<file path="src/rtl/fill_pkg.sv">
package fill_pkg;
  typedef enum logic [1:0] {
    ST_IDLE   = 2'd0,
    ST_SETUP  = 2'd1,
    ST_STROBE = 2'd2
  } fill_state_e;

  localparam logic MODE_CLEAR   = 1'b0;
  localparam logic MODE_PATTERN = 1'b1;
endpackage

</file>
<file path="src/rtl/fill_scan.sv">
module fill_scan #(
  parameter int COLS = 64,
  parameter int ROWS = 48,
  localparam int CW = $clog2(COLS),
  localparam int RW = $clog2(ROWS)
) (
  input  logic          clk,
  input  logic          rst,
  input  logic          clr,
  input  logic          adv,
  output logic [RW-1:0] nxt_row,
  output logic [CW-1:0] nxt_col,
  output logic          last
);
  logic [RW-1:0] row_q;
  logic [CW-1:0] col_q;
  logic          col_end;
  logic          row_end;

  always_comb begin
    col_end = (col_q == CW'(COLS - 1));
    row_end = (row_q == RW'(ROWS - 1));
    last    = col_end && row_end;
    if (!col_end) begin
      nxt_col = col_q + CW'(1);
      nxt_row = row_q;
    end else begin
      nxt_col = '0;
      nxt_row = row_end ? '0 : row_q + RW'(1);
    end
  end

  always_ff @(posedge clk) begin
    if (rst || clr) begin
      row_q <= '0;
      col_q <= '0;
    end else if (adv) begin
      row_q <= nxt_row;
      col_q <= nxt_col;
    end
  end
endmodule

</file>
<file path="src/rtl/fill_colour.sv">
module fill_colour #(
  parameter int DATA_W = 16
) (
  input  logic              clk,
  input  logic              rst,
  input  logic              load,
  input  logic [DATA_W-1:0] load_colour,
  input  logic [DATA_W-1:0] load_step,
  input  logic              advance,
  output logic [DATA_W-1:0] colour
);
  logic [DATA_W-1:0] step_q;

  always_ff @(posedge clk) begin
    if (rst) begin
      colour <= '0;
      step_q <= '0;
    end else if (load) begin
      colour <= load_colour;
      step_q <= load_step;
    end else if (advance) begin
      colour <= colour + step_q;
    end
  end
endmodule

</file>
<file path="src/rtl/fill_engine.sv">
module fill_engine #(
  parameter int ADDR_W = 12,
  parameter int DATA_W = 16,
  parameter int PASS_W = 8,
  parameter int COLS   = 64,
  parameter int ROWS   = 48
) (
  input  logic              clk,
  input  logic              rst,
  input  logic              start_i,
  input  logic              mode_i,
  input  logic [DATA_W-1:0] colour_i,
  input  logic [DATA_W-1:0] step_i,
  input  logic [PASS_W-1:0] passes_i,
  output logic [ADDR_W-1:0] wr_addr_o,
  output logic [DATA_W-1:0] wr_data_o,
  output logic              wr_en_o,
  output logic              done_o
);
  import fill_pkg::*;

  localparam int CW = $clog2(COLS);
  localparam int RW = $clog2(ROWS);
  localparam bit COLS_POW2 = ((COLS & (COLS - 1)) == 0);

  fill_state_e       state_q;
  logic              mode_q;
  logic [PASS_W-1:0] pass_left_q;
  logic [RW-1:0]     nxt_row;
  logic [CW-1:0]     nxt_col;
  logic              last;
  logic [ADDR_W-1:0] nxt_addr;
  logic [DATA_W-1:0] nxt_data;
  logic [DATA_W-1:0] colour;
  logic              accept;
  logic              strobe_st;
  logic              final_pass;
  logic              finish;

  always_comb begin
    accept     = (state_q == ST_IDLE) && start_i;
    strobe_st  = (state_q == ST_STROBE);
    final_pass = (mode_q == MODE_CLEAR) || (pass_left_q == PASS_W'(1));
    finish     = strobe_st && last && final_pass;
  end

  fill_scan #(.COLS(COLS), .ROWS(ROWS)) u_scan (
    .clk     (clk),
    .rst     (rst),
    .clr     (accept),
    .adv     (strobe_st),
    .nxt_row (nxt_row),
    .nxt_col (nxt_col),
    .last    (last)
  );

  fill_colour #(.DATA_W(DATA_W)) u_colour (
    .clk         (clk),
    .rst         (rst),
    .load        (accept),
    .load_colour (colour_i),
    .load_step   (step_i),
    .advance     (strobe_st && last && !final_pass),
    .colour      (colour)
  );

  generate
    if (COLS_POW2) begin : g_addr_cat
      assign nxt_addr = ADDR_W'({nxt_row, nxt_col});
    end else begin : g_addr_mul
      assign nxt_addr = ADDR_W'(nxt_row) * ADDR_W'(COLS) + ADDR_W'(nxt_col);
    end
  endgenerate

  always_comb begin
    if ((mode_q == MODE_PATTERN) && nxt_row[0] && nxt_col[0])
      nxt_data = colour;
    else
      nxt_data = '0;
  end

  always_ff @(posedge clk) begin
    if (rst) begin
      state_q     <= ST_IDLE;
      mode_q      <= MODE_CLEAR;
      pass_left_q <= '0;
      wr_addr_o   <= '0;
      wr_data_o   <= '0;
      wr_en_o     <= 1'b0;
      done_o      <= 1'b0;
    end else begin
      done_o <= 1'b0;
      unique case (state_q)
        ST_IDLE: begin
          if (start_i) begin
            mode_q      <= mode_i;
            pass_left_q <= (mode_i == MODE_CLEAR || passes_i == '0)
                           ? PASS_W'(1) : passes_i;
            wr_addr_o   <= '0;
            wr_data_o   <= '0;
            state_q     <= ST_SETUP;
          end
        end
        ST_SETUP: begin
          wr_en_o <= 1'b1;
          state_q <= ST_STROBE;
        end
        ST_STROBE: begin
          wr_en_o <= 1'b0;
          if (finish) begin
            done_o  <= 1'b1;
            state_q <= ST_IDLE;
          end else begin
            if (last) pass_left_q <= pass_left_q - PASS_W'(1);
            wr_addr_o <= nxt_addr;
            wr_data_o <= nxt_data;
            state_q   <= ST_SETUP;
          end
        end
        default: state_q <= ST_IDLE;
      endcase
    end
  end
endmodule

</file>
<file path="config.mk">
export PLATFORM = sky130hd
export DESIGN_NAME = fill_engine
export DESIGN_NICKNAME = d
export VERILOG_FILES = /design/src/rtl/fill_pkg.sv /design/src/rtl/fill_scan.sv /design/src/rtl/fill_colour.sv /design/src/rtl/fill_engine.sv
export SDC_FILE = /design/constraint.sdc
export NUM_CORES = 1
export LEC_CHECK = 0
export BUFFER_PORTS_ARGS = -buffer_cell sky130_fd_sc_hd__buf_2
export CAP_MARGIN = 10
export CORE_ASPECT_RATIO = 0.6
export CORE_UTILIZATION = 26
export CTS_CLUSTER_DIAMETER = 200
export DETAILED_ROUTE_END_ITERATION = 6
export GPL_TIMING_DRIVEN = 1
export HOLD_SLACK_MARGIN = 0.05
export PLACE_DENSITY = 0.48
export SLEW_MARGIN = 20
export SYNTH_ARGS = -nofsm -noshare
export SYNTH_HDL_FRONTEND = slang
export SYNTH_SLANG_ARGS = --single-unit
</file>
<file path="constraint.sdc">
create_clock -name clk -period 4.62 [get_ports clk]
set_clock_uncertainty 0.15 [all_clocks]
set_input_delay 0.231 -clock clk [delete_from_list [all_inputs] [get_ports clk]]
set_output_delay 0.231 -clock clk [all_outputs]
set_load 0.02 [all_outputs]
</file>
==> flow_summary.yaml <==
outcome:
  status: "finished, final reports clean"
cts:
  cts_tree: "done"
  clockBufferDepth: 2
  numCtsBuffers: 9
  cts.clk_slew.worst_paths_ns: 0.06
  cts_num_sinks: 85
  htreeDepth: 3
  clk_latency_ns: 0.33
  clock-root-buffer: "clkbuf_16"
  postCtsHoldBufs: 21
  post_cts_resized: 0
  post_cts_buffers: 0
yosys:
  synth_edf_count: 0
  synth_fp_nets: 623
  synth.most_common_cell: "dfxtp_1"
  synthArstFlopShare: 0
  synth_area_leader_cell: "dfxtp_1"
  syn_area_sq_um: 4498
  synthCells: 555
  yosys_warnings: 0
  synth_area_leaders: "dfxtp_1 38%, nand2_1 6.6%, ha_1 6.4%"
  avgSynthCellArea_sq_um: 8.105
  synth_common_cells: "85 x dfxtp_1, 79 x nand2_1, 68 x nor2_1"
  netlist-cell-type-count: 57
  ys_seq_elements: 85
  ys.flop_type: "dfxtp_1"
  synth_top_area_frac: 0.3783
  yosysSeqAreaShare: 0.3783
cells_and_area:
  final_cells: 867
  antenna_cells: 0
  layout-drive-gt1-share: 0.1612
  syn_to_final_growth_pct: 23.70
  fin_nets: 703
  final_area_sq_um: 5564
placed_design:
  port_buffers: 73
  place_area_sq_um: 5064
  gp_routability_congestion: 0.8231
  hpwlAfterDp_mm: 9.779
  dpl.cell_count: 831
  place_ws_ns: 1.317
global_routing:
  grt_pass1_wl_mm: 21.71
  gr-total-overflow: 0
  track_usage: 0.1548
  grt_max_degree: 41
  grt_pass1_vias: 4088
  antenna_found_initial: 0
die:
  rows: 36
  io_pins: 74
  die_area_sq_um: 17850
  core-area_sq_um: 16580
  start_util: 0.2714
  die_h_um: 103.9
  die_x_um: 171.8
min_path:
  hold_class: "primary input to flip-flop"
routing:
  via_per_inst: 4.915
  ant_nets: 0
  vias: 4261
  drc: 0
  drt-total-wl_mm: 13.35
  dr.pass1.iters: 4
  drtIter0Drc: 257
  wl_per_cell_um: 15.40
sta:
  fin_crit_sh: 0.7136
  finalHoldViolations: 0
  period_needed_ns: 3.297
  worst_slew_pin_slew_ns: 0.9862
  tns_ns: 0
  max_clock_freq_mhz: 303.3
  worst_slack_ns: 1.323
  rsz0062_at_grt: "no"
  setup_viol: 0
  slew_viol_final: 0
  relSlewSlack: 0.3409
flow_run:
  cap_violations: 0
setup_path:
  required_ns: 4.70
  path_max_fanout: 28
  critPathLaunchType: "flip-flop"
  path_class: "flip-flop to flip-flop"
  critPathCaptureType: "flip-flop"
  cp_data_arrival_time_ns: 3.37
pwr:
  p_leak_uw: 0.002226
  peakVddDrop_v: 0.0002023
  power-per-cell-area_nw_per_um2: 373.4
-- flip-flops by register name (all words and copies together), names as in the netlist --
signal / flops
u_colour.step_q: 16
state_q: 2
u_scan.row_q: 6
wr_addr_o: 12
u_colour.colour: 16
wr_en_o: 1
wr_data_o: 16
u_scan.col_q: 6
mode_q: 1
pass_left_q: 8
done_o: 1
-- path summary, 6_finish.rpt --
| check | start | endpoint | slack [ns] | cells past startpoint |
|---|---|---|---|---|
| worst min register to register | wr_addr_o[8] | wr_addr_o[8] | 0.31 | 2 |
| worst min-delay path | step_i[0] | u_colour.step_q[0] | 0.07 | 3 |
| worst max register to register | state_q[0] | u_colour.colour[15] | 1.32 | 7 |
| worst max-delay path | state_q[0] | u_colour.colour[15] | 1.32 | 7 |
-- metal layers --
| metal | part of all wire | track usage |
|---|---|---|
| met5 | 0 | 0 |
| met4 | 0.0046 | 0.02718 |
| met3 | 0.058 | 0.03805 |
| met2 | 0.38 | 0.2039 |
| met1 | 0.56 | 0.2472 |
-- final cells by class --
| cell class | instances | area (sq um) |
|---|---|---|
| clock inverter | 6 | 65.06 |
| multi-input combinational | 430 | 2633 |
| sequential | 85 | 1702 |
| clock buffer | 9 | 225.2 |
| inverter | 9 | 33.78 |
| fill | 1786 | 11010 |
| tap | 228 | 285.3 |
| timing repair buffer | 100 | 620.6 |
-- kinds of logic after synthesis --
kind of cell / Yosys count / synth area share
simple gates: 222 / 0.2245
mux: 7 / 0.01558
xor+xnor: 23 / 0.04478
flops: 85 / 0.3783
buf+inv: 40 / 0.03783
compound gates: 154 / 0.2306
fa+ha+maj: 24 / 0.06843
-- where the power goes --
group          switching [uW]  internal [uW]  total (uW)  leakage (uW)
Sequential               65.7            790         856      0.000692
Combinational             308            194         502       0.00139
Clock                     304            416         720      0.000141
-- metrics by stage --
| step | power (uW) | hold slack [ns] | util |
|---|---|---|---|
| after floorplan | 1227 | 0.2170 | - |
| after global placement | 1352 | 0.2930 | 0.3055 |
| after detailed placement | 1361 | 0.3006 | 0.3055 |
| after CTS | 2096 | 0.05127 | 0.3357 |
| after global routing | 2200 | 0.07598 | 0.3357 |
| final | 2078 | 0.06564 | 0.3357 |
-- cell usage in the layout (no fill, tap or decap), types with 4 or more instances in the layout --
cell type and count:
or4_1 5, a21o_1 7, xor2_1 7, ha_1 23, a31oi_1 5, buf_2 73, nand3b_1 4, nand2b_1 5
xnor2_1 16, a311oi_1 6, a21oi_1 56, nor2_1 68, buf_4 6, nand2_1 79, and3_1 4, nor4_1 6
dfxtp_1 85, mux2i_1 7, inv_1 9, clkbuf_16 9, nand3_1 16, a211oi_1 11, nor3_1 16, or3_1 5
a22oi_1 20, o21ai_0 13, nor2b_1 5, dlygate4sd3_1 21
-- critical path, cell delays in order, from the launching register on --
cell and delay, ns:
dfxtp_1 0.34, inv_1 0.09, ha_1 0.80, nand3_1 0.14, or4_4 0.48, nor2_2 0.61
a21boi_0 0.22, nor4_1 0.35
Power figures use the tool's default switching activity.
